<file path="config.mk">
export PLATFORM = sky130hd
export DESIGN_NAME = uart_tx_brk
export DESIGN_NICKNAME = d
export VERILOG_FILES = /design/src/rtl/uart_tx_brk_pkg.sv /design/src/rtl/uart_tx_hold.sv /design/src/rtl/uart_tx_shift.sv /design/src/rtl/uart_tx_brk.sv
export SDC_FILE = /design/constraint.sdc
export NUM_CORES = 1
export LEC_CHECK = 0
export CORE_UTILIZATION = 45
export DETAILED_ROUTE_END_ITERATION = 8
export PLACE_DENSITY = 0.74
export SLEW_MARGIN = 20
export SYNTH_ARGS = -nofsm -noshare
export SYNTH_HDL_FRONTEND = slang
export SYNTH_SLANG_ARGS = --single-unit
export TNS_END_PERCENT = 20
</file>
<file path="constraint.sdc">
create_clock -name clk -period 2.8 [get_ports clk]
set_clock_uncertainty 0.1 [all_clocks]
set_input_delay 0.56 -clock clk [delete_from_list [all_inputs] [get_ports clk]]
set_output_delay 0.56 -clock clk [all_outputs]
set_load 0.02 [all_outputs]
</file>
<file path="src/rtl/uart_tx_brk_pkg.sv">
package uart_tx_brk_pkg;

    // Shift engine activity
    typedef enum logic [1:0] {
        ST_IDLE  = 2'd0,
        ST_FRAME = 2'd1,
        ST_BREAK = 2'd2,
        ST_GAP   = 2'd3
    } tx_state_e;

    localparam int unsigned STATUS_W = 8;

endpackage

</file>
<file path="src/rtl/uart_tx_hold.sv">
// Holding register plus the empty / complete flags and the read-then-write
// clear handshake.
module uart_tx_hold #(
    parameter int unsigned DATA_W = 8
) (
    input  logic              clk,
    input  logic              rst_n,
    input  logic              stat_rd,
    input  logic              data_wr_hi,
    input  logic              data_wr_lo,
    input  logic [DATA_W-1:0] wdata,
    input  logic              take,       // shifter took the character
    input  logic              done_idle,  // shifter fell idle
    input  logic              brk_req,
    output logic [DATA_W-1:0] hold_data,
    output logic              hold_x,
    output logic              tdre,
    output logic              tc
);

    typedef struct packed {
        logic [DATA_W-1:0] data;
        logic              x;
        logic              tdre;
        logic              tc;
        logic              arm;
    } hold_t;

    hold_t q, d;
    logic  clr_tdre;
    logic  tc_clr;

    always_comb begin
        d = q;

        if (data_wr_lo) d.data = wdata;
        if (data_wr_hi) d.x    = wdata[0];

        // second step of the handshake
        clr_tdre = data_wr_lo && q.arm && q.tdre;

        if (take)          d.tdre = 1'b1;
        else if (clr_tdre) d.tdre = 1'b0;

        // arm on a read that saw the flag set; drop when used or when the
        // flag is no longer set
        if (clr_tdre)                d.arm = 1'b0;
        else if (stat_rd && q.tdre)  d.arm = 1'b1;
        else if (!q.tdre)            d.arm = 1'b0;

        // complete flag: a clear beats a set on the same cycle
        tc_clr = clr_tdre || brk_req || take;
        if (tc_clr)         d.tc = 1'b0;
        else if (done_idle) d.tc = 1'b1;
    end

    always_ff @(posedge clk or negedge rst_n) begin
        if (!rst_n) begin
            q.data <= '0;
            q.x    <= 1'b0;
            q.tdre <= 1'b1;
            q.tc   <= 1'b1;
            q.arm  <= 1'b0;
        end else begin
            q <= d;
        end
    end

    assign hold_data = q.data;
    assign hold_x    = q.x;
    assign tdre      = q.tdre;
    assign tc        = q.tc;

endmodule

</file>
<file path="src/rtl/uart_tx_shift.sv">
// Bit engine: frames, breaks and the idle bit after a break.
module uart_tx_shift
    import uart_tx_brk_pkg::*;
#(
    parameter int unsigned DATA_W     = 8,
    parameter int unsigned LONG_EXTRA = 3
) (
    input  logic              clk,
    input  logic              rst_n,
    input  logic              baud_tick,
    input  logic              cfg_nine,
    input  logic              cfg_long_brk,
    input  logic              brk_req,
    input  logic              data_rdy,
    input  logic [DATA_W-1:0] hold_data,
    input  logic              hold_x,
    output logic              take,
    output logic              done_idle,
    output logic              txd
);

    localparam int unsigned SH_W    = DATA_W + 3;
    localparam int unsigned MAX_LEN = DATA_W + 3 + LONG_EXTRA;
    localparam int unsigned CNT_W   = $clog2(MAX_LEN + 1);

    typedef struct packed {
        tx_state_e         st;
        logic [CNT_W-1:0]  cnt;
        logic [SH_W-1:0]   sh;
    } shf_t;

    shf_t q, d;

    logic [CNT_W-1:0] frame_len;
    logic [CNT_W-1:0] brk_len;
    logic [SH_W-1:0]  frame_img;
    logic             pick;

    always_comb begin
        frame_len = CNT_W'(DATA_W + 2) + {{(CNT_W-1){1'b0}}, cfg_nine};
        brk_len   = frame_len + (cfg_long_brk ? CNT_W'(LONG_EXTRA) : '0);
        frame_img = cfg_nine ? {1'b1, hold_x, hold_data, 1'b0}
                             : {2'b11, hold_data, 1'b0};
    end

    always_comb begin
        d         = q;
        pick      = 1'b0;
        take      = 1'b0;
        done_idle = 1'b0;

        if (baud_tick) begin
            unique case (q.st)
                ST_FRAME: begin
                    if (q.cnt == CNT_W'(1)) begin
                        pick = 1'b1;
                    end else begin
                        d.sh  = {1'b1, q.sh[SH_W-1:1]};
                        d.cnt = q.cnt - CNT_W'(1);
                    end
                end
                ST_BREAK: begin
                    if (q.cnt == CNT_W'(1)) d.st  = ST_GAP;
                    else                    d.cnt = q.cnt - CNT_W'(1);
                end
                default: pick = 1'b1;  // ST_IDLE, ST_GAP
            endcase
        end

        if (pick) begin
            if (brk_req) begin
                d.st  = ST_BREAK;
                d.cnt = brk_len;
            end else if (data_rdy) begin
                d.st  = ST_FRAME;
                d.cnt = frame_len;
                d.sh  = frame_img;
                take  = 1'b1;
            end else begin
                d.st      = ST_IDLE;
                done_idle = (q.st != ST_IDLE);
            end
        end
    end

    always_ff @(posedge clk or negedge rst_n) begin
        if (!rst_n) begin
            q.st  <= ST_IDLE;
            q.cnt <= '0;
            q.sh  <= '1;
        end else begin
            q <= d;
        end
    end

    assign txd = (q.st == ST_FRAME) ? q.sh[0] : (q.st != ST_BREAK);

endmodule

</file>
<file path="src/rtl/uart_tx_brk.sv">
module uart_tx_brk
    import uart_tx_brk_pkg::*;
#(
    parameter int unsigned DATA_W     = 8,
    parameter int unsigned LONG_EXTRA = 3
) (
    input  logic                clk,
    input  logic                rst_n,
    input  logic                baud_tick,
    input  logic                cfg_nine,
    input  logic                cfg_long_brk,
    input  logic                send_brk,
    input  logic                stat_rd,
    input  logic                data_wr_hi,
    input  logic                data_wr_lo,
    input  logic [DATA_W-1:0]   wdata,
    output logic [STATUS_W-1:0] status,
    output logic                txd
);

    localparam int unsigned RSVD_W = STATUS_W - 2;

    logic [DATA_W-1:0] hold_data;
    logic              hold_x;
    logic              tdre;
    logic              tc;
    logic              take;
    logic              done_idle;

    uart_tx_hold #(.DATA_W(DATA_W)) u_hold (
        .clk        (clk),
        .rst_n      (rst_n),
        .stat_rd    (stat_rd),
        .data_wr_hi (data_wr_hi),
        .data_wr_lo (data_wr_lo),
        .wdata      (wdata),
        .take       (take),
        .done_idle  (done_idle),
        .brk_req    (send_brk),
        .hold_data  (hold_data),
        .hold_x     (hold_x),
        .tdre       (tdre),
        .tc         (tc)
    );

    uart_tx_shift #(.DATA_W(DATA_W), .LONG_EXTRA(LONG_EXTRA)) u_shift (
        .clk          (clk),
        .rst_n        (rst_n),
        .baud_tick    (baud_tick),
        .cfg_nine     (cfg_nine),
        .cfg_long_brk (cfg_long_brk),
        .brk_req      (send_brk),
        .data_rdy     (!tdre),
        .hold_data    (hold_data),
        .hold_x       (hold_x),
        .take         (take),
        .done_idle    (done_idle),
        .txd          (txd)
    );

    // receive-side positions are reserved
    assign status = {tdre, tc, {RSVD_W{1'b0}}};

endmodule

</file>
==> results.json <==
{
  "outcome": "finished clean",
  "layout.nets": 183,
  "synth_edf_count": 0,
  "synthArstFlopShare": 1.00,
  "clock.fmax_ghz": 0.395,
  "rows": 21,
  "hold-worst-slack_ps": 403,
  "num_io_pins": 26,
  "synth_area_leaders": "dfrtp_1, dfstp_2, mux2_2",
  "portBuffers": 19,
  "die_h_um": 61.7,
  "root_buffer": "clkbuf_4",
  "crit_path_cell_trace": "inv_1, ha_1, nor2_1, a21o_1, clkdlybuf4s50_1",
  "ant_nets": 0,
  "power_density_nw_per_um2": 967,
  "hold_class": "reg2reg",
  "reg2reg_setup_slack_ps": 730,
  "grt_max_degree": 30,
  "ys.flop_type": "dfrtp_1",
  "ys_seq_elements": 29,
  "clk_pin_slew_ps": 90,
  "overflow": 0,
  "start_util": 0.476,
  "cts_buffer_depth": 2,
  "path_max_fanout": 6,
  "core-area_sq_um": 3360,
  "hold_buffers": 0,
  "drt_iter0_markers": 36,
  "synthAdderAreaFrac": 0.0547,
  "synthCells": 135,
  "drc": 0,
  "synthTopCellsByCount": "dfrtp_1, mux2_2, dfstp_2",
  "synth-xor-area-share": 0,
  "peakVddDrop_uv": 438,
  "cts_buffers": 5,
  "path_buf_inv": 2,
  "synth_top_family_by_area": "multiplexers",
  "syn_area_sq_um": 1600,
  "maxSlewViolCount": 0,
  "hold_violations": 0,
  "cp.arrival_ps": 1870,
  "grt_pass1_vias": 1069,
  "diodes": 0,
  "gp_congestion": 0.830,
  "holdCritStartpoint": "u_hold.tc",
  "syn2layout_area_growth_pct": 17.9,
  "post_cts_buffers": 0,
  "grt_use_total": 0.166,
  "tritoncts": "done",
  "first_pass_iters": 4,
  "regToRegStartpoint": "u_shift.q[12]",
  "grt_pass1_wl_um": 4440,
  "dr_total_vias": 1042,
  "tns_ps": 0,
  "rsz0062_at_grt": "false",
  "setup_viol": 0,
  "worstPathRequired_ps": 2140,
  "crit_path_start": "u_shift.q[16]",
  "wl_um": 2590,
  "die_area_sq_um": 3800,
  "h-tree-depth": 2,
  "grt_antenna_before_repair": 0,
  "cts_sinks": 29,
  "end_kind": "output port",
  "cp_top_family": "buffers and inverters",
  "avgRoutedWirePerCell_um": 12.6,
  "ys_warn_count": 0,
  "ys_types": 37,
  "postSynthAreaPerCell_sq_um": 11.9,
  "cellLeakagePower_nw": 0.832,
  "cp-start-kind": "flop",
  "p_total_mw": 1.83,
  "die_w_um": 61.7,
  "period_share": 0.904,
  "clock_latency_ps": 320,
  "muxShareOfSynthArea": 0.211,
  "synth_top_cell_area_share": 0.250,
  "cts_resized": 0,
  "cp_slowest_stage_delay_ps": 590,
  "yosysTopAreaCell": "dfrtp_1",
  "slowest_stage": "clkdlybuf4s50_1",
  "max-cap-violations": 0,
  "period_needed_ps": 2530,
  "vias_per_cell": 5.06,
  "synthSimpleGateAreaFrac": 0.0977,
  "synth_compound_area_frac": 0.107,
  "worstSetupPathType": "reg2out",
  "dp_hpwl_um": 1940,
  "drive_gt1_frac": 0.325,
  "nFillCells": 311,
  "ys_seq_area_frac": 0.463
}
==> placed cells by master (no fill, tap or decap), types with 5 or more instances in the layout <==
master and count:
a21oi_1 5, clkbuf_4 5, clkdlybuf4s50_1 19, conb_1 6
dfrtp_1 16, dfstp_2 13, ha_1 7, inv_1 6
mux2_2 16, mux2_4 7, nand2_1 11, nor2_1 9
==> stage by stage <==
stage	instance area (sq um)	std cells	setup slack [ps]	util
2_1_floorplan	1620	140	882	-
3_3_place_gp	1820	198	387	0.541
3_5_place_dp	1820	198	374	0.541
4_1_cts	1890	206	259	0.561
5_1_grt	1890	206	138	0.561
6_report	1890	206	269	0.561
==> layer usage <==
metal,part of all wire,GRT usage
met3,0.045,0.0630
met2,0.50,0.287
met5,0,0
met1,0.44,0.183
met4,0.010,0.0667
==> sequential cells by signal, indices dropped and copies added, names as in the netlist <==
register,flops
u_shift.q,17
u_hold.hold_data,8
u_hold.hold_x,1
u_hold.q,1
u_hold.tc,1
u_hold.tdre,1
==> power breakdown <==
part / internal, mW / leakage (nW) / total, mW / switching [mW]
Sequential: 0.628 / 0.325 / 0.729 / 0.102
Combinational: 0.438 / 0.466 / 0.812 / 0.374
Clock: 0.145 / 0.0413 / 0.284 / 0.139
Total: 1.21 / 0.832 / 1.83 / 0.615
==> worst min-delay path, stage by stage, from the launching register on <==
cell and delay [ps]:
dfstp_2 380, nand2_1 50, o32ai_1 70
==> kinds of logic (layout without fill, tap and decap cells) <==
logic type | count (synthesis) | after routing
buf+inv | 17 | 37
simple gates | 31 | 31
other cells | 1 | 6
compound gates | 22 | 22
mux | 28 | 28
fa+ha+maj | 7 | 7
flops | 29 | 29
==> final timing paths <==
kind,to,cells past startpoint
worst max-delay path,txd,5
worst max register to register,u_shift.q[1],6
min in group asynchronous,u_hold.hold_data[1],2
max in group asynchronous,u_shift.q[1],2
worst min-delay path,u_hold.tc,2
worst min register to register,u_hold.tc,2
==> final cells by class <==
type	instances	area, sq um	share of cell area
Clock inverter	1	5.00	0.00265
Tap cell	46	57.6	0.0305
Timing Repair Buffer	23	220	0.117
Multi-Input combinational cell	94	776	0.411
Sequential cell	29	742	0.393
Clock buffer	7	65.1	0.0345
Inverter	6	22.5	0.0119
Note: power is estimated with default switching activity, not from simulation.
